## src/rtl/raster_timer.sv

```systemverilog
module raster_timer #(
  parameter int AW = 14,
  parameter int VS_LINES = 16
) (
  input  logic          clk,
  input  logic          rst_n,
  input  logic          bus_wr,
  input  logic          bus_sel,
  input  logic [7:0]    bus_wdata,
  output logic          hsync,
  output logic          vsync,
  output logic          de,
  output logic [AW-1:0] ma,
  output logic [4:0]    ra,
  output logic          cursor,
  output logic [7:0]    status,
  output logic [1:0]    ilace_mode,
  output logic [1:0]    cur_mode
);

  localparam int HI = AW - 8;
  localparam int VW = $clog2(VS_LINES + 1);

  logic [3:0]    idx;
  logic [7:0]    h_tot, h_disp, hs_pos;
  logic [3:0]    hs_wid;
  logic [6:0]    v_tot, v_disp, vs_row;
  logic [4:0]    v_adj, max_sl, cur_top, cur_bot;
  logic [AW-1:0] start_a, cur_a;

  logic [7:0]    hcnt;
  logic [6:0]    row;
  logic [4:0]    scan;
  logic          in_adj;
  logic [AW-1:0] row_base;
  logic [VW-1:0] vs_left;

  logic [6:0]    n_row;
  logic [4:0]    n_scan;
  logic          n_adj;
  logic [AW-1:0] n_base;
  logic          line_end, vs_hit;

  always_ff @(posedge clk) begin
    if (!rst_n) begin
      idx <= '0; h_tot <= '0; h_disp <= '0; hs_pos <= '0; hs_wid <= '0;
      v_tot <= '0; v_adj <= '0; v_disp <= '0; vs_row <= '0; ilace_mode <= '0;
      max_sl <= '0; cur_top <= '0; cur_mode <= '0; cur_bot <= '0;
      start_a <= '0; cur_a <= '0;
    end else if (bus_wr) begin
      if (!bus_sel) idx <= bus_wdata[3:0];
      else begin
        case (idx)
          4'd0:  h_tot  <= bus_wdata;
          4'd1:  h_disp <= bus_wdata;
          4'd2:  hs_pos <= bus_wdata;
          4'd3:  hs_wid <= bus_wdata[3:0];
          4'd4:  v_tot  <= bus_wdata[6:0];
          4'd5:  v_adj  <= bus_wdata[4:0];
          4'd6:  v_disp <= bus_wdata[6:0];
          4'd7:  vs_row <= bus_wdata[6:0];
          4'd8:  ilace_mode <= bus_wdata[1:0];
          4'd9:  max_sl <= bus_wdata[4:0];
          4'd10: begin cur_top <= bus_wdata[4:0]; cur_mode <= bus_wdata[6:5]; end
          4'd11: cur_bot <= bus_wdata[4:0];
          4'd12: start_a[AW-1:8] <= bus_wdata[HI-1:0];
          4'd13: start_a[7:0] <= bus_wdata;
          4'd14: cur_a[AW-1:8] <= bus_wdata[HI-1:0];
          default: cur_a[7:0] <= bus_wdata;
        endcase
      end
    end
  end

  assign line_end = hcnt >= h_tot;

  always_comb begin
    n_row  = row;
    n_scan = scan;
    n_adj  = in_adj;
    n_base = row_base;
    if (in_adj) begin
      if ({1'b0, scan} + 6'd1 >= {1'b0, v_adj}) begin
        n_adj  = 1'b0;
        n_row  = '0;
        n_scan = '0;
        n_base = start_a;
      end else n_scan = scan + 5'd1;
    end else if (scan >= max_sl) begin
      n_scan = '0;
      if (row >= v_tot) begin
        if (v_adj == '0) begin
          n_row  = '0;
          n_base = start_a;
        end else n_adj = 1'b1;
      end else begin
        n_row  = row + 7'd1;
        n_base = row_base + AW'(h_disp);
      end
    end else n_scan = scan + 5'd1;
  end

  assign vs_hit = !n_adj && n_scan == '0 && n_row == vs_row;

  always_ff @(posedge clk) begin
    if (!rst_n) begin
      hcnt <= '0; row <= '0; scan <= '0; in_adj <= 1'b0;
      row_base <= '0; vs_left <= '0;
    end else begin
      hcnt <= line_end ? 8'd0 : hcnt + 8'd1;
      if (line_end) begin
        row      <= n_row;
        scan     <= n_scan;
        in_adj   <= n_adj;
        row_base <= n_base;
        if (vs_hit) vs_left <= VW'(VS_LINES);
        else if (vs_left != '0) vs_left <= vs_left - 1'b1;
      end
    end
  end

  assign vsync  = vs_left != '0;
  assign de     = !in_adj && hcnt < h_disp && row < v_disp;
  assign hsync  = {1'b0, hcnt} >= {1'b0, hs_pos} &&
                  {1'b0, hcnt} < {1'b0, hs_pos} + {5'b0, hs_wid};
  assign ma     = row_base + AW'(hcnt);
  assign ra     = scan;
  assign cursor = de && ma == cur_a && scan >= cur_top && scan <= cur_bot;
  assign status = {4'b0, vsync, 2'b0, ~de};

endmodule

```

## config.mk

```make
export PLATFORM = sky130hd
export DESIGN_NAME = raster_timer
export DESIGN_NICKNAME = d
export VERILOG_FILES = /design/src/rtl/raster_timer.sv
export SDC_FILE = /design/constraint.sdc
export NUM_CORES = 1
export LEC_CHECK = 0
export ABC_AREA = 1
export BUFFER_PORTS_ARGS = -buffer_cell sky130_fd_sc_hd__buf_2
export CAP_MARGIN = 20
export CORE_ASPECT_RATIO = 1.75
export CORE_MARGIN = 1
export CORE_UTILIZATION = 62
export DETAILED_ROUTE_END_ITERATION = 10
export HOLD_SLACK_MARGIN = 0.15
export PLACE_DENSITY = 0.81
export SYNTH_ARGS = -nofsm -noshare
export SYNTH_HDL_FRONTEND = slang
export SYNTH_SLANG_ARGS = --single-unit
```

## constraint.sdc

```tcl
create_clock -name clk -period 3.5 [get_ports clk]
set_input_delay 0.525 -clock clk [delete_from_list [all_inputs] [get_ports clk]]
set_output_delay 0.525 -clock clk [all_outputs]
set_load 0.05 [all_outputs]
```

==> tab_implementation.tex <==
\begin{tabular}{lr}
\hline
Metric & Value \\
\hline
\multicolumn{2}{l}{\textbf{Outcome}} \\
Run status & complete, no violations \\
\multicolumn{2}{l}{\textbf{Logic synthesis}} \\
Number of synthesized register bits & 145 \\
Sequential-to-total area share from yosys stat & 0.330 \\
Syn avg cell area & around 7 um2 \\
Top post-synthesis cells by area & dfxtp\_1 33\%, ha\_1 13\%, nand2\_1 8.8\% \\
Number of standard cells after synthesis & 1250 \\
Summed instance area of the synthesized netlist & around 0.0088 mm2 \\
Share of the synthesized area in the top cell type & 0.330 \\
Top cell type by total area after synthesis & dfxtp\_1 \\
Yosys warning count & 0 \\
Share of synthesized registers carrying an async set or reset & 0 \\
Netlist cell types & 41 \\
Most common library cells after synthesis & 207 x nand2\_1, 194 x inv\_1, 145 x dfxtp\_1, 140 x a21oi\_1, 136 x o21ai\_0 \\
Most repeated cell in the gate-level netlist after synthesis & nand2\_1 \\
Number of synthesized flops with an enable pin & 0 \\
Most used DFF post-synth & dfxtp\_1 \\
\multicolumn{2}{l}{\textbf{Detailed routing}} \\
Vias per cell & 5.64 \\
Avg WL per Cell & between 15 and 20 um \\
Routed length on met1 & just under 9000 um \\
Final routed DRC violation total & 0 \\
Routed vias & 8339 \\
Met3 wirelength from detailed routing & 1060 um \\
Initial DRC Count & 590 \\
Uppermost metal layer occupied by signal nets & met4 \\
WL final & 23800 um \\
Detailed route wirelength on metal2 & 12300 um \\
First-pass iteration count of the detailed router & 5 \\
Detail Route Antenna Nets & 0 \\
\multicolumn{2}{l}{\textbf{Global routing}} \\
Pin count of the biggest net entering global routing & 121 \\
Wire length of the first global-routing pass & between 30000 and 40000 um \\
Aggregate global routing overflow & 0 \\
Antenna violations before repair & 0 \\
Total global-route track usage & 0.338 \\
Via count of the first global-routing pass & 8166 \\
\multicolumn{2}{l}{\textbf{Power and ir drop}} \\
Internal Pwr Total & 4.11 mW \\
Combinational Power Share & 0.456 \\
Register share of total power & 0.276 \\
LEAKAGE & 4.55 nW \\
Sw Ratio & 0.439 \\
Worst vdd ir & 0.000550 V \\
NetSw & 3.22 mW \\
Final Power & approximately 7.3 mW \\
Total power per unit cell area & 736 mW/mm2 \\
Portion of total power attributed to the clock network & 0.268 \\
\multicolumn{2}{l}{\textbf{Floorplanning}} \\
Area of the placeable core & 0.0138 mm2 \\
Number of placement rows & 57 \\
Chip Height & 160 um \\
Initial core utilization & 0.635 \\
Floorplan die area & 0.0147 mm2 \\
Total I/O pin count & between 40 and 50 \\
X dimension of the die & about 92 um \\
\multicolumn{2}{l}{\textbf{Final layout}} \\
Count of filler cells inserted in the layout & 1141 \\
Non-filler cells, final & $\sim$1500 \\
Non-Filler Cell Area, Final & between 0.009 and 0.01 mm2 \\
Nets & around 1400 \\
Register area & 0.00291 mm2 \\
Number of diodes & 0 \\
Final core utilization & 0.719 \\
Footprint of the multi-input gates & approximately 0.0051 mm2 \\
Area growth from synthesis to final layout & 13.3\% \\
Layout cells sized above 1 & 0.102 \\
\multicolumn{2}{l}{\textbf{Timing}} \\
Slew HR & 0.285 \\
Final setup violating endpoints & 0 \\
Post-Route Skew & 0.00919 ns \\
Smallest setup slack after layout & 0.0317 ns \\
Share of the cycle needed by the critical path after routing & 0.991 \\
Shortest clock period the worst path allows after layout & about 3.5 ns \\
Peak clock frequency supported by timing & 0.288 GHz \\
Final TNS setup & 0 ns \\
Final hold viol count & 0 \\
Worst hold slack across all endpoints & about 0.44 ns \\
Total count of max-transition violations in the final report & 0 \\
Unrepaired setup endpoints after global routing & yes \\
Worst Tran Pin Value & 1.07 ns \\
\multicolumn{2}{l}{\textbf{CTS}} \\
Clock Pin Slew Worst Setup and Hold Paths & approximately 0.06 ns \\
Number of hold-repair buffers added at the cts stage & 0 \\
Max Buffers Root-to-Sink & 2 \\
Number of buffers created by CTS & 17 \\
Clk sinks & 145 \\
TritonCTS clock tree & done \\
Worst-skew pair later-pin latency & about 0.42 ns \\
H-tree level count & 4 \\
Clock Root Buffer & clkbuf\_16 \\
\multicolumn{2}{l}{\textbf{Job}} \\
Number of violations of the max-capacitance limit & 0 \\
\multicolumn{2}{l}{\textbf{Setup path}} \\
Cell at the slowest stage of the critical path & fa\_1 \\
Largest fanout on the critical path & 3 \\
Worst setup endpoint & hsync \\
Cell with the most instances on the worst path & a21oi\_1 \\
Critical Setup Path Class & reg2out \\
Critical Path Sink Type & output port \\
Cell chain of the critical path & ha\_4 > fa\_1 > inv\_1 > ha\_1 > a21oi\_2 > o21bai\_1 > a21oi\_1 > o21ai\_1 > a21oi\_1 > o21bai\_1 > a21oi\_1 > a31oi\_1 > nor2\_1 > buf\_6 \\
Capture point of the worst reg-to-reg path & vs\_left[2] \\
Max stage delay on crit path & 0.47 ns \\
Type of element launching the critical path & register \\
Signal arrival time at the worst endpoint & 2.94 ns \\
Register-to-Register Path Depth & 18 \\
Worst path required time & around 3.0 ns \\
FF-to-FF setup slack & 0.45 ns \\
Worst Setup SP & hs\_pos[0] \\
Startpoint of the most critical register-to-register path & ra[0] \\
\multicolumn{2}{l}{\textbf{Placed design}} \\
Routability cong. & 0.888 \\
Placed instance area & 0.00921 mm2 \\
Worst Setup Slack post-DPL & 0.245 ns \\
Number of port buffers & 40 \\
Placed wire-length estimate after detailed placement & 16800 um \\
Total placed cells including tap cells & 1445 \\
\multicolumn{2}{l}{\textbf{Hold path}} \\
Source of the worst hold timing path & ilace\_mode[0] \\
Path type of the worst min-delay path & reg2reg \\
\hline
\end{tabular}
## power by group through the flow
stage | sequential [mW] | clock (mW) | combinational, mW
finish | 2.02 | 1.96 | 3.34
global route | 2.04 | 2.04 | 3.74
detailed placement | 2.04 | 0 | 3.25
global placement | 2.04 | 0 | 3.20
CTS | 2.01 | 1.97 | 3.29
floorplan | 2.05 | 0 | 2.47
## state kept, by name, summed over array words and instances (netlist names), 4 cells and up
name	cells
hcnt	8
v_adj	5
h_tot	8
row	7
max_sl	5
v_tot	7
cur_top	5
ra	5
cur_a	14
v_disp	7
vs_left	5
h_disp	8
row_base	14
hs_wid	4
start_a	14
cur_bot	5
vs_row	7
idx	4
hs_pos	8
## placed cells by master (no fill, tap or decap), types with 5 or more instances in the layout
| cell type | n |
|---|---|
| a211oi_1 | 6 |
| xnor2_1 | 6 |
| inv_2 | 5 |
| clkbuf_16 | 17 |
| buf_4 | 17 |
| nand2_1 | 206 |
| a21oi_1 | 138 |
| xor2_1 | 23 |
| ha_1 | 85 |
| buf_2 | 38 |
| o21bai_1 | 6 |
| nor2_1 | 101 |
| a31oi_1 | 10 |
| inv_1 | 193 |
| nand3_1 | 61 |
| conb_1 | 6 |
| or2_2 | 5 |
| o21ai_0 | 132 |
| nand4_1 | 10 |
| dfxtp_1 | 139 |
| nor3_1 | 7 |
| o211ai_1 | 11 |
| dfxtp_2 | 5 |
| nand3b_1 | 5 |
## layout make-up
type / count / area share
multi-input combinational: 865 / 0.510
sequential: 145 / 0.293
inverter: 202 / 0.0763
clock buffer: 19 / 0.0455
timing repair buffer: 58 / 0.0353
tap: 177 / 0.0222
clock inverter: 12 / 0.0181
## worst min-delay path by stage
stage	end	slack, ns	cells after the start
finish	ilace_mode[0]	0.44	2
global route	start_a[10]	0.47	2
CTS	ilace_mode[0]	0.45	2
detailed placement	ilace_mode[0]	0.44	2
global placement	start_a[3]	0.43	2
floorplan	start_a[0]	0.42	2
## worst max-delay path: cells and delay by family (launching register included)
family	cells	cell delay (ns)
buf+inv	2	0.24
compound gates	8	0.83
simple gates	1	0.19
fa+ha+maj	3	0.92
flops	1	0.34
## cell families (layout without fill, tap and decap cells)
family                   after synthesis  after routing  synth area share
AND/OR/NAND/NOR                      414            414             0.202
AO/OA/AOI/OAI                        320            320             0.193
buffers and inverters                245            291             0.108
flip-flops                           145            145             0.330
adder cells (fa/ha/maj)               91             91             0.132
XOR/XNOR                              34             34            0.0339
other                                  1              6          0.000427
## per-layer routing
layer	vias up	track usage
met5	-	0
met4	0	0.248
met3	94	0.0530
met2	257	0.595
met1	3824	0.358
li1	4164	-
## timing repair
item                                    in CTS  in global routing
endpoints found under the setup margin       2                  2
buffers inserted                             1                  1
endpoints found under the hold margin        0                  0
gates resized for setup                     12                 18
pin swaps                                    6                 10
No activity file was read; power rests on OpenSTA's default activity.
